$ cat config.mk
export PLATFORM = sky130hd
export DESIGN_NAME = adcPwrSeq
export DESIGN_NICKNAME = d
export VERILOG_FILES = /design/src/rtl/adcPwrSeqPkg.sv /design/src/rtl/adcPwrCtrl.sv /design/src/rtl/adcRefSettle.sv /design/src/rtl/adcPwrSeq.sv
export SDC_FILE = /design/constraint.sdc
export NUM_CORES = 1
export LEC_CHECK = 0
export BUFFER_PORTS_ARGS = -buffer_cell sky130_fd_sc_hd__buf_2
export CAP_MARGIN = 15
export CORE_MARGIN = 8
export CORE_UTILIZATION = 62
export CTS_BUF_LIST = sky130_fd_sc_hd__clkbuf_4
export CTS_CLUSTER_DIAMETER = 50
export DETAILED_ROUTE_END_ITERATION = 7
export PLACE_DENSITY = 0.91
export SKIP_CTS_REPAIR_TIMING = 1
export SLEW_MARGIN = 20
export SYNTH_ARGS = -nofsm -noshare
export SYNTH_HDL_FRONTEND = slang
export SYNTH_HIERARCHICAL = 1
export SYNTH_SLANG_ARGS = --single-unit
$ cat constraint.sdc
create_clock -name clk -period 3.24 [get_ports clk]
set_clock_uncertainty 0.1 [all_clocks]
set_input_delay 0 -clock clk [delete_from_list [all_inputs] [get_ports clk]]
set_output_delay 0 -clock clk [all_outputs]
set_load 0.1 [all_outputs]
$ cat src/rtl/adcPwrSeqPkg.sv
package adcPwrSeqPkg;

  typedef enum logic [1:0] {
    PH_SLEEP = 2'd0,
    PH_WAIT  = 2'd1,
    PH_CONV  = 2'd2
  } phase_t;

  typedef struct packed {
    logic refOnReq;
    logic refOffReq;
  } refStrobe_t;

endpackage

$ cat src/rtl/adcPwrCtrl.sv
module adcPwrCtrl
  import adcPwrSeqPkg::*;
(
  input  logic       clk,
  input  logic       rstN,
  input  logic       addrMatch,
  input  logic       rwFlag,
  input  logic       extRef,
  input  logic       convDone,
  input  logic       refReady,
  output refStrobe_t strobe,
  output logic       coreEn,
  output logic       convStart
);

  phase_t phase;
  logic   offPending;
  logic   startOk;

  assign startOk = extRef || refReady;
  assign coreEn  = (phase != PH_SLEEP);

  always_comb begin
    strobe = '0;
    if (phase == PH_SLEEP && addrMatch && !extRef)
      strobe.refOnReq = 1'b1;
    if (phase == PH_CONV && convDone && offPending && !addrMatch)
      strobe.refOffReq = 1'b1;
  end

  always_ff @(posedge clk or negedge rstN) begin
    if (!rstN) begin
      phase      <= PH_SLEEP;
      offPending <= 1'b0;
      convStart  <= 1'b0;
    end else begin
      convStart <= 1'b0;
      unique case (phase)
        PH_SLEEP: begin
          if (addrMatch) begin
            phase      <= PH_WAIT;
            offPending <= !extRef && !rwFlag;
          end
        end
        PH_WAIT: begin
          if (addrMatch) offPending <= 1'b0;
          if (startOk) begin
            phase     <= PH_CONV;
            convStart <= 1'b1;
          end
        end
        PH_CONV: begin
          if (addrMatch) offPending <= 1'b0;
          if (convDone) begin
            phase      <= PH_SLEEP;
            offPending <= 1'b0;
          end
        end
        default: phase <= PH_SLEEP;
      endcase
    end
  end

endmodule

$ cat src/rtl/adcRefSettle.sv
module adcRefSettle
  import adcPwrSeqPkg::*;
#(
  parameter int unsigned SETTLE_CYCLES = 1_200_000
) (
  input  logic       clk,
  input  logic       rstN,
  input  logic       extRef,
  input  refStrobe_t strobe,
  output logic       refEn,
  output logic       refReady
);

  localparam int unsigned CW = $clog2(SETTLE_CYCLES + 1) + 1;
  localparam logic [CW-1:0] LOADV = CW'(SETTLE_CYCLES);

  logic [CW-1:0] settleCnt;

  assign refReady = refEn && (settleCnt == '0);

  always_ff @(posedge clk or negedge rstN) begin
    if (!rstN) begin
      refEn     <= 1'b0;
      settleCnt <= '0;
    end else if (extRef || strobe.refOffReq) begin
      refEn     <= 1'b0;
      settleCnt <= '0;
    end else if (strobe.refOnReq && !refEn) begin
      refEn     <= 1'b1;
      settleCnt <= LOADV;
    end else if (settleCnt != '0) begin
      settleCnt <= settleCnt - 1'b1;
    end
  end

endmodule

$ cat src/rtl/adcPwrSeq.sv
module adcPwrSeq
  import adcPwrSeqPkg::*;
#(
  parameter int unsigned SETTLE_CYCLES = 1_200_000
) (
  input  logic clk,
  input  logic rstN,
  input  logic addrMatch,
  input  logic rwFlag,
  input  logic extRef,
  input  logic convDone,
  output logic coreEn,
  output logic refEn,
  output logic refReady,
  output logic convStart,
  output logic ifaceAwake
);

  refStrobe_t strobe;

  assign ifaceAwake = 1'b1;

  adcPwrCtrl u_ctrl (
    .clk       (clk),
    .rstN      (rstN),
    .addrMatch (addrMatch),
    .rwFlag    (rwFlag),
    .extRef    (extRef),
    .convDone  (convDone),
    .refReady  (refReady),
    .strobe    (strobe),
    .coreEn    (coreEn),
    .convStart (convStart)
  );

  adcRefSettle #(.SETTLE_CYCLES(SETTLE_CYCLES)) u_ref (
    .clk      (clk),
    .rstN     (rstN),
    .extRef   (extRef),
    .strobe   (strobe),
    .refEn    (refEn),
    .refReady (refReady)
  );

endmodule

==> run summary, run 1 <==
Setup violators final = 0
# IOs = 11
Ys Warns = 6
CTS tree = done
Die width = 67.6 microns
Largest net degree at the start of global routing = 28
Pre-Repair DR Iteration Count = 4
Total of max-cap violations = 0
F_max = 403 MHz
Synth-to-layout area growth = 7.14%
Root buffer cell = clkbuf_4
Pint = 1010 uW
Worst-path maximum fanout = 6
CTS Buf Count = 3
Initial core utilization = 65.9%
Average size of a mapped cell = 9.64 sq um
Post-layout min period = 2.48 ns
CP Capture Type = output pin
Setup TNS = 0 ns
VDD IR max = 0.000980 V
Yosys reg bits = 27
Vias per inst = 6.17
Worst-skew pair later-pin latency = 0.32 ns
Cell Rows = 18
Crit path largest cell delay = 0.45 ns
Commonest non-fill, non-tap cell in the layout = dfrtp_1
Status = complete, but fails checks
RSZ-0062 raised after global routing = no
Crit path max-delay family = simple AND/OR/NAND/NOR gates
Post-synthesis cell count = 171
Total gr overflow = 0
Worst EP arrival = 2.38 ns
Layout cell share with drive strength beyond 1 = 18.7%
Post-synthesis sequential area ratio = 41.0%
H-tree depth = 1
Area of the multi-input gates = 898 sq um
Slew margin rel. = 60.4%
Clock power share = 7.4%
Top FF cell, synth = dfrtp_1
Total number of vias = 1307
Overall Global Routing Usage = 15.8%
Leading cell types in the layout, fill and taps excluded = 27 x dfrtp_1, 23 x nor2_1, 17 x a21oi_1
Routed wire length per instance = 16.4 microns
Switching fraction of total power = 49.6%
Detailed Route Iter0 Violations = 159
Fin Hold WS = -0.0134 ns
Full die area = 4560 sq um
PD cells = 1140 nW/um^2
WP data required = 3.14 ns
Max Slew Vio Count = 0
Critical path buffers and inverters = 2
Worst-path clk slew = 0.14 ns
ANT nets after route = 0
Final Util = 70.6%
Antenna diode count = 0
Final Hold Viols = 1
FF/Latch Area = 676 sq um
CP max stage cell = dfrtp_1
Hpwl dp = 2570 microns
Core Box Area = 2500 sq um
Clock buffer depth = 2
Critical Path, Cell by Cell = inv_1 -> ha_1 -> nor2b_1 -> and4bb_1 -> and3_1 -> buf_2
Clock tree sinks = 27
Placer Congestion = 0.932
Number of port buffers = 9
Register share of total power = 29.4%
Fillcell total = 201
Yosys cell types = 50
Leakage = 0.000794 uW
HP Class = in2reg
P_sw = 994 uW
Critical path class = reg2out
Worst Max-Slew Pin Slew = 0.594 ns
Worst Setup Start Kind = register
Final wirelength = 3490 microns
Failing checks = hold timing
Number of global-route vias before repair = 1302
FFs w/ async S/R, synth = 100%
First-pass GRT wire length = 5700 microns
Final Instance Area = 1770 sq um
Synthesized area = 1650 sq um
Cell Area, Placed = 1710 sq um
Combinational Power Share = 63.1%
Nets = 195
Initial antenna violation count = 0
Tcrit/Tclk final = 76.5%
EDFF count, synth = 0
Post-synth net total = 183
Die height = 67.6 microns
# DRC = 0
cell usage after synthesis, types with 3 or more instances:
library cell,n,area [sq um]
inv_1,7,26.3
nor2b_1,3,18.8
xnor2_1,12,105
nor3_1,6,30.0
dfrtp_1,27,676
ha_1,6,75.1
a31oi_1,4,25.0
nand3_1,5,25.0
nand2_1,7,26.3
a211oi_1,4,30.0
nor2_1,23,86.3
a21oi_1,17,85.1
clkbuf_1,3,11.3
nand4_1,3,18.8
final timing paths:
path / startpoint / endpoint / cells after the start / slack [ns]
min: addrMatch / u_ref/refEn / 5 / -0.01
min in group asynchronous: rstN / u_ref/settleCnt[12] / 2 / 0.10
max reg2reg: u_ref/settleCnt[0] / u_ctrl/phase[0] / 8 / 0.77
min reg2reg: u_ref/refEn / u_ref/refEn / 2 / 0.45
max in group asynchronous: rstN / u_ref/refEn / 2 / 2.55
max: u_ref/settleCnt[0] / refReady / 6 / 0.76
area by class of cell:
type,count,share of cell area [%]
multi-input cells,129,50.9
clock buffers,4,1.70
flip-flops and latches,27,38.3
repair buffers,15,5.53
inverters,7,1.49
well taps,30,2.13
per-stage QoR:
stage                     power [uW]  instances  hold slack, ns  worst slack, ns
final                           2010        212         -0.0134            0.760
after global routing            2140        212          0.0364            0.597
after global placement          1770        205         -0.0738            0.912
after floorplan                 1600        171          -0.396           0.0895
after detailed placement        1830        205         -0.0588            0.822
after CTS                       1990        209          -0.420            0.783
metal layers:
metal  track usage (%)  vias to the layer above  share of wire, %
met1              19.4                      636                43
met5                 0                        -                 0
li1                  -                      630                 -
met2              27.2                       37                52
met4              6.27                        0              0.60
met3              2.32                        4               4.1
registers in the layout, summed over array words and instances, names as in the netlist:
signal,count
u_ref/refEn,1
u_ctrl/convStart,1
u_ctrl/phase,2
u_ctrl/offPending,1
u_ref/settleCnt,22
worst min-delay path, delay by kind of cell:
family / cells / cell delay (ns)
buffers and inverters: 1 / 0.13
AND/OR/NAND/NOR: 4 / 0.24
logic make-up after synthesis:
logic type,Yosys count,synth area share [%]
other,1,0.228
adder cells (fa/ha/maj),6,4.56
XOR/XNOR,12,6.38
AND/OR/NAND/NOR,71,26.3
AO/OA/AOI/OAI,38,16.2
multiplexers,1,0.911
buffers and inverters,15,4.48
flip-flops,27,41.0
power by group through the flow:
stage	Combinational (uW)	Clock [uW]	Sequential, uW
6_report	1270	149	590
5_1_grt	1370	170	607
4_1_cts	1250	155	586
3_5_place_dp	1240	0	593
3_3_place_gp	1190	0	580
2_1_floorplan	1000	0	604
Power figures use the tool's default switching activity.
==> run 2, diff against run 1 <==
--- a/config.mk
+++ b/config.mk
@@ -8,11 +8,11 @@
 export BUFFER_PORTS_ARGS = -buffer_cell sky130_fd_sc_hd__buf_2
 export CAP_MARGIN = 15
 export CORE_MARGIN = 8
-export CORE_UTILIZATION = 62
+export CORE_UTILIZATION = 56
 export CTS_BUF_LIST = sky130_fd_sc_hd__clkbuf_4
 export CTS_CLUSTER_DIAMETER = 50
 export DETAILED_ROUTE_END_ITERATION = 7
-export PLACE_DENSITY = 0.91
+export PLACE_DENSITY = 0.88
 export SKIP_CTS_REPAIR_TIMING = 1
 export SLEW_MARGIN = 20
 export SYNTH_ARGS = -nofsm -noshare
==> constraint.sdc (replaced) <==
create_clock -name clk -period 2.1 [get_ports clk]
set_clock_uncertainty 0.1 [all_clocks]
set_input_delay 0 -clock clk [delete_from_list [all_inputs] [get_ports clk]]
set_output_delay 0 -clock clk [all_outputs]
set_load 0.1 [all_outputs]
==> run 2 against run 1 <==
Effect of this change: the run ends with setup timing left; clock power rose by 52%; routed wire length grew 14%; largest cell class unchanged; worst hold slack improved by 0.032 ns; cell count rose by 10%.
==> run summary, run 2 (synthesis results as in run 1) <==
VDD IR max = 0.00122 V (+24%)
Failing checks = setup timing
Vias per inst = 6.23 (+1.1%)
Nets = 216 (+11%)
Power Total = 3550 uW (+77%)
Worst setup margin = -0.131 ns (-0.891 ns)
Synth-to-layout area growth = 21.4%
Final Instance Area = 2000 sq um (+13%)
Crit path largest cell delay = 0.54 ns (+0.09 ns)
Root buffer cell = clkbuf_4
Pre-Repair DR Iteration Count = 4 (unchanged)
Status = complete, but fails checks
H-tree depth = 1 (unchanged)
Layout cell share with drive strength beyond 1 = 29.6% (+11 points)
DP Worst Slack = -0.112 ns (-0.934 ns)
Max Slew Vio Count = 0 (unchanged)
Hpwl dp = 2710 microns (+5.2%)
Commonest non-fill, non-tap cell in the layout = dfrtp_1
Final Hold Viols = 0 (-1)
Final wirelength = 3960 microns (+14%)
Worst Max-Slew Pin Slew = 0.570 ns (-0.0246 ns)
Critical Path, Cell by Cell = or4_4 -> and4bb_1 -> and3_4 -> nor2_4 -> a211oi_2 -> mux2_4
Clock tree sinks = 27 (unchanged)
Routed wire length per instance = 16.9 microns (+3.1%)
Critical path buffers and inverters = 0 (-2)
First-pass GRT wire length = 6160 microns (+8.1%)
Core Box Area = 2780 sq um (+11%)
Initial core utilization = 59.2% (-6.7 points)
Setup TNS = -0.192 ns (-0.192 ns)
CTS Buf Count = 3 (unchanged)
Detailed Route Iter0 Violations = 112 (-30%)
Total number of vias = 1458 (+12%)
# IOs = 11 (unchanged)
Worst-path clk slew = 0.15 ns (about the same)
Fillcell total = 183 (-9.0%)
Crit path max-delay family = simple AND/OR/NAND/NOR gates
Antenna diode count = 0 (unchanged)
Worst-skew pair later-pin latency = 0.33 ns (about the same)
Initial antenna violation count = 0 (unchanged)
Number of global-route vias before repair = 1383 (+6.2%)
Cell Area, Placed = 1870 sq um (+9.8%)
Die height = 70.2 microns (+4.0%)
# DRC = 0 (unchanged)
ANT nets after route = 0 (unchanged)
HP Class = in2reg
Worst Setup Start Kind = register
Die width = 70.2 microns (+4.0%)
Setup violators final = 2 (+2)
WP data required = 2.22 ns (-0.92 ns)
Biggest register = u_ref/settleCnt
Tcrit/Tclk final = 106%
CP Capture Type = register
Post-layout min period = 2.23 ns
Full die area = 4930 sq um (+8.1%)
Clock buffer depth = 2 (unchanged)
CTS tree = done
Worst EP arrival = 2.35 ns (-0.03 ns)
Total of max-cap violations = 0 (unchanged)
Slew margin rel. = 62.0% (+1.6 points)
RSZ-0062 raised after global routing = yes
Worst-path maximum fanout = 2 (-4)
PD cells = 1780 nW/um^2 (+56%)
Leading cell types in the layout, fill and taps excluded = 27 x dfrtp_1, 23 x buf_4, 21 x nor2_1
Overall Global Routing Usage = 14.6% (-1.2 points)
Leakage = 0.000915 uW (+15%)
Largest register FFs = 22 (unchanged)
Total gr overflow = 0 (unchanged)
F_max = 448 MHz
Critical path class = reg2reg
Biggest regs = u_ref/settleCnt (22), u_ctrl/phase (2)
Largest net degree at the start of global routing = 28 (unchanged)
Number of port buffers = 9 (unchanged)
Placer Congestion = 0.875 (-6.1%)
CP max stage cell = or4_4
Cell Rows = 19 (+1)
[run 2: cell count changes in the layout (fill, tap and decap cells not counted), sizes merged]
cell         change
clkinvlp         +1
buf             +20
clkbuf           -1
dlygate4sd3      +1
[run 2: area by class of cell]
type                       instances  area [sq um]  area share (%)
clock inverter                     1          7.51           0.375
sequential                        27           676            33.8
tap                               31          38.8            1.94
multi-input combinational        129           957            47.8
timing repair buffer              36           273            13.6
clock buffer                       3          22.5            1.13
inverter                           7          26.3            1.31
[run 2: routing by layer]
layer	up-vias	wire length, microns	global-route usage, %
met4	0	51	5.58
met1	703	1760	19.5
li1	682	-	-
met2	65	1910	22.8
met3	8	243	2.40
met5	-	0	0
[run 2: final timing paths]
path	to	slack, ns	start	depth (start not counted)
hold reg to reg	u_ref/settleCnt[13]	0.47	u_ref/settleCnt[13]	2
max in group asynchronous	u_ref/refEn	1.44	rstN	2
setup reg to reg	u_ctrl/phase[0]	-0.13	u_ref/settleCnt[20]	6
setup / recovery	u_ctrl/phase[0]	-0.13	u_ref/settleCnt[20]	6
hold / removal	u_ctrl/convStart	0.02	extRef	4
min in group asynchronous	u_ref/settleCnt[21]	0.09	rstN	2
[run 2: where the power goes]
group          switching, uW  total, uW  internal (uW)
clock                    153        226           72.8
sequential               195        899            704
combinational           1360       2430           1070
total                   1710       3550           1840
[run 2: worst min-delay path, cell delays in order]
cell,delay (ns)
buf_2,0.14
nor2_4,0.12
buf_4,0.12
nor2b_1,0.04
[run 2: metrics by stage]
stage                     util (%)  instances  hold WS (ns)
after floorplan                  -        171        -0.396
after CTS                     68.4        228        -0.438
final                         71.9        234        0.0189
after global routing          71.9        234        0.0326
after global placement        67.3        224       -0.0714
after detailed placement      67.3        224       -0.0661
==> run 3, diff against run 2 <==
--- a/config.mk
+++ b/config.mk
@@ -8,11 +8,11 @@
 export BUFFER_PORTS_ARGS = -buffer_cell sky130_fd_sc_hd__buf_2
 export CAP_MARGIN = 15
 export CORE_MARGIN = 8
-export CORE_UTILIZATION = 56
+export CORE_UTILIZATION = 67
 export CTS_BUF_LIST = sky130_fd_sc_hd__clkbuf_4
 export CTS_CLUSTER_DIAMETER = 50
 export DETAILED_ROUTE_END_ITERATION = 7
-export PLACE_DENSITY = 0.88
+export PLACE_DENSITY = 0.95
 export SKIP_CTS_REPAIR_TIMING = 1
 export SLEW_MARGIN = 20
 export SYNTH_ARGS = -nofsm -noshare
==> constraint.sdc (replaced) <==
create_clock -name clk -period 2.6 [get_ports clk]
set_clock_uncertainty 0.1 [all_clocks]
set_input_delay 0 -clock clk [delete_from_list [all_inputs] [get_ports clk]]
set_output_delay 0 -clock clk [all_outputs]
set_load 0.1 [all_outputs]
==> run 3 against run 2 <==
Effect of this change: the run now ends clean; global-route usage grew 3.1 points; core utilization grew 3.4 points; power down 28%; worst setup slack better by 0.29 ns; critical path type unchanged; critical endpoint unchanged.
==> run summary, run 3 (synthesis results as in run 1) <==
Leakage = 0.000805 uW (-12%)
Setup violators final = 0 (-2)
Crit path largest cell delay = 0.47 ns (-0.07 ns)
Cell Area, Placed = 1750 sq um (-6.8%)
Commonest non-fill, non-tap cell in the layout = dfrtp_1
Worst-path clk slew = 0.15 ns (about the same)
Total number of vias = 1354 (-7.1%)
WP data required = 2.74 ns (+0.52 ns)
Vias per inst = 6.30 (+1.1%)
Critical Path, Cell by Cell = inv_1 -> ha_1 -> nor2b_2 -> and4bb_1 -> and3_4 -> nor2_2 -> a211oi_2 -> mux2_4
Worst-skew pair later-pin latency = 0.34 ns (about the same)
Busiest grt layer = met2
Initial core utilization = 68.4% (+9.1 points)
Tcrit/Tclk final = 93.8% (-12 points)
Die width = 65.6 microns (-6.6%)
Placed insts = 207 (-7.6%)
Total gr overflow = 0 (unchanged)
Layout cell share with drive strength beyond 1 = 21.1% (-8.5 points)
First-pass GRT wire length = 6070 microns (-1.4%)
Detailed Route Iter0 Violations = 97 (-13%)
HP Class = in2async
CP Capture Type = register
Largest net degree at the start of global routing = 28 (unchanged)
Worst EP arrival = 2.58 ns (+0.23 ns)
Leading cell types in the layout, fill and taps excluded = 27 x dfrtp_1, 22 x nor2_1, 17 x a21oi_1
CP max stage cell = dfrtp_1
Antenna diode count = 0 (unchanged)
Final wirelength = 3600 microns (-9.1%)
Nets = 198 (-8.3%)
Crit path max-delay family = simple AND/OR/NAND/NOR gates
Critical path depth = 8 (+2)
# IOs = 11 (unchanged)
Critical path class = reg2reg
F_max = 410 MHz (-8.5%)
Routed wire length per instance = 16.8 microns (-1.0%)
Full die area = 4300 sq um (-13%)
Worst Setup Start Kind = register
Synth-to-layout area growth = 10.2%
Met2 Use GR = 29.3% (+6.4 points)
Clock tree sinks = 27 (unchanged)
Largest register FFs = 22 (unchanged)
Core Box Area = 2410 sq um (-13%)
Post-layout min period = 2.44 ns (+0.208 ns)
Final Hold Viols = 0 (unchanged)
Pre-Repair DR Iteration Count = 6 (+2)
Critical path buffers and inverters = 1 (+1)
Clock buffer depth = 2 (unchanged)
Worst setup margin = 0.161 ns (+0.292 ns)
Fillcell total = 146 (-20%)
ANT nets after route = 0 (unchanged)
Cells on worst reg2reg path = 8 (+2)
Placer Congestion = 0.880 (+0.61%)
DP Worst Slack = 0.232 ns (+0.344 ns)
Layout Cells excl Fill = 215 (-8.1%)
Worst Max-Slew Pin Slew = 0.598 ns (+0.0283 ns)
Biggest register = u_ref/settleCnt
Cell Rows = 18 (-1)
GRT met1 Usage = 21.5% (+2.0 points)
Die height = 65.6 microns (-6.6%)
Max Slew Vio Count = 0 (unchanged)
# DRC = 0 (unchanged)
CTS Buf Count = 3 (unchanged)
Overall Global Routing Usage = 17.6% (+3.1 points)
PD cells = 1400 nW/um^2 (-21%)
Root buffer cell = clkbuf_4
Total of max-cap violations = 0 (unchanged)
Met3 Use GR = 2.72% (+0.32 points)
RSZ-0062 raised after global routing = no
Worst-path maximum fanout = 6 (+4)
Number of port buffers = 9 (unchanged)
Status = finished, final reports clean
Hpwl dp = 2620 microns (-3.2%)
Setup TNS = 0 ns (+0.192 ns)
Final Instance Area = 1820 sq um (-9.3%)
Number of global-route vias before repair = 1336 (-3.4%)
Power Total = 2540 uW (-28%)
CTS tree = done
VDD IR max = 0.000912 V (-25%)
H-tree depth = 1 (unchanged)
Biggest regs = u_ref/settleCnt (22), u_ctrl/phase (2)
Initial antenna violation count = 0 (unchanged)
Slew margin rel. = 60.1% (-1.9 points)
run 3: worst register-to-register path, stage by stage (launching register included):
cell and delay, ns:
dfrtp_1 0.47, inv_1 0.11, ha_1 0.25, nor2b_2 0.32
and4bb_1 0.27, and3_4 0.22, nor2_2 0.05, a211oi_2 0.25
mux2_4 0.32
run 3: path summary, 6_finish.rpt:
| kind | from | to | slack [ns] |
|---|---|---|---|
| worst max-delay path | u_ref/settleCnt[0] | u_ctrl/phase[0] | 0.16 |
| worst min-delay path | rstN | u_ref/settleCnt[8] | 0.08 |
| worst max register to register | u_ref/settleCnt[0] | u_ctrl/phase[0] | 0.16 |
| worst min register to register | u_ref/settleCnt[13] | u_ref/settleCnt[13] | 0.47 |
| max in group asynchronous | rstN | u_ref/settleCnt[0] | 1.94 |
| min in group clk | convDone | u_ctrl/phase[1] | 0.09 |
run 3: report_power, final:
part	leakage, uW	switching, uW	internal (uW)	total (uW)
Sequential	0.000360	173	569	742
Clock	0.0000139	130	59.1	189
Combinational	0.000431	954	658	1610
Total	0.000805	1260	1290	2540
run 3: area by class of cell:
type	instances	area, sq um	share of cell area [%]
flip-flops and latches	27	676	37.2
clock buffers	3	22.5	1.24
repair buffers	18	138	7.58
inverters	7	26.3	1.45
clock inverters	1	7.51	0.414
well taps	30	37.5	2.07
multi-input cells	129	908	50.0
run 3: layer usage:
layer / wire [microns] / share of wire (%) / vias to the layer above
met2: 1780 / 49 / 55
met4: 87 / 2.4 / 0
met1: 1550 / 43 / 654
met5: 0 / 0 / -
met3: 185 / 5.1 / 11
li1: - / - / 634
run 3: per-stage QoR:
| stage | utilization (%) | hold slack [ns] |
|---|---|---|
| 6_report | 75.3 | 0.0810 |
| 2_1_floorplan | - | -0.396 |
| 3_5_place_dp | 72.4 | -0.0606 |
| 3_3_place_gp | 72.4 | -0.0715 |
| 4_1_cts | 73.7 | -0.449 |
| 5_1_grt | 75.3 | 0.0832 |
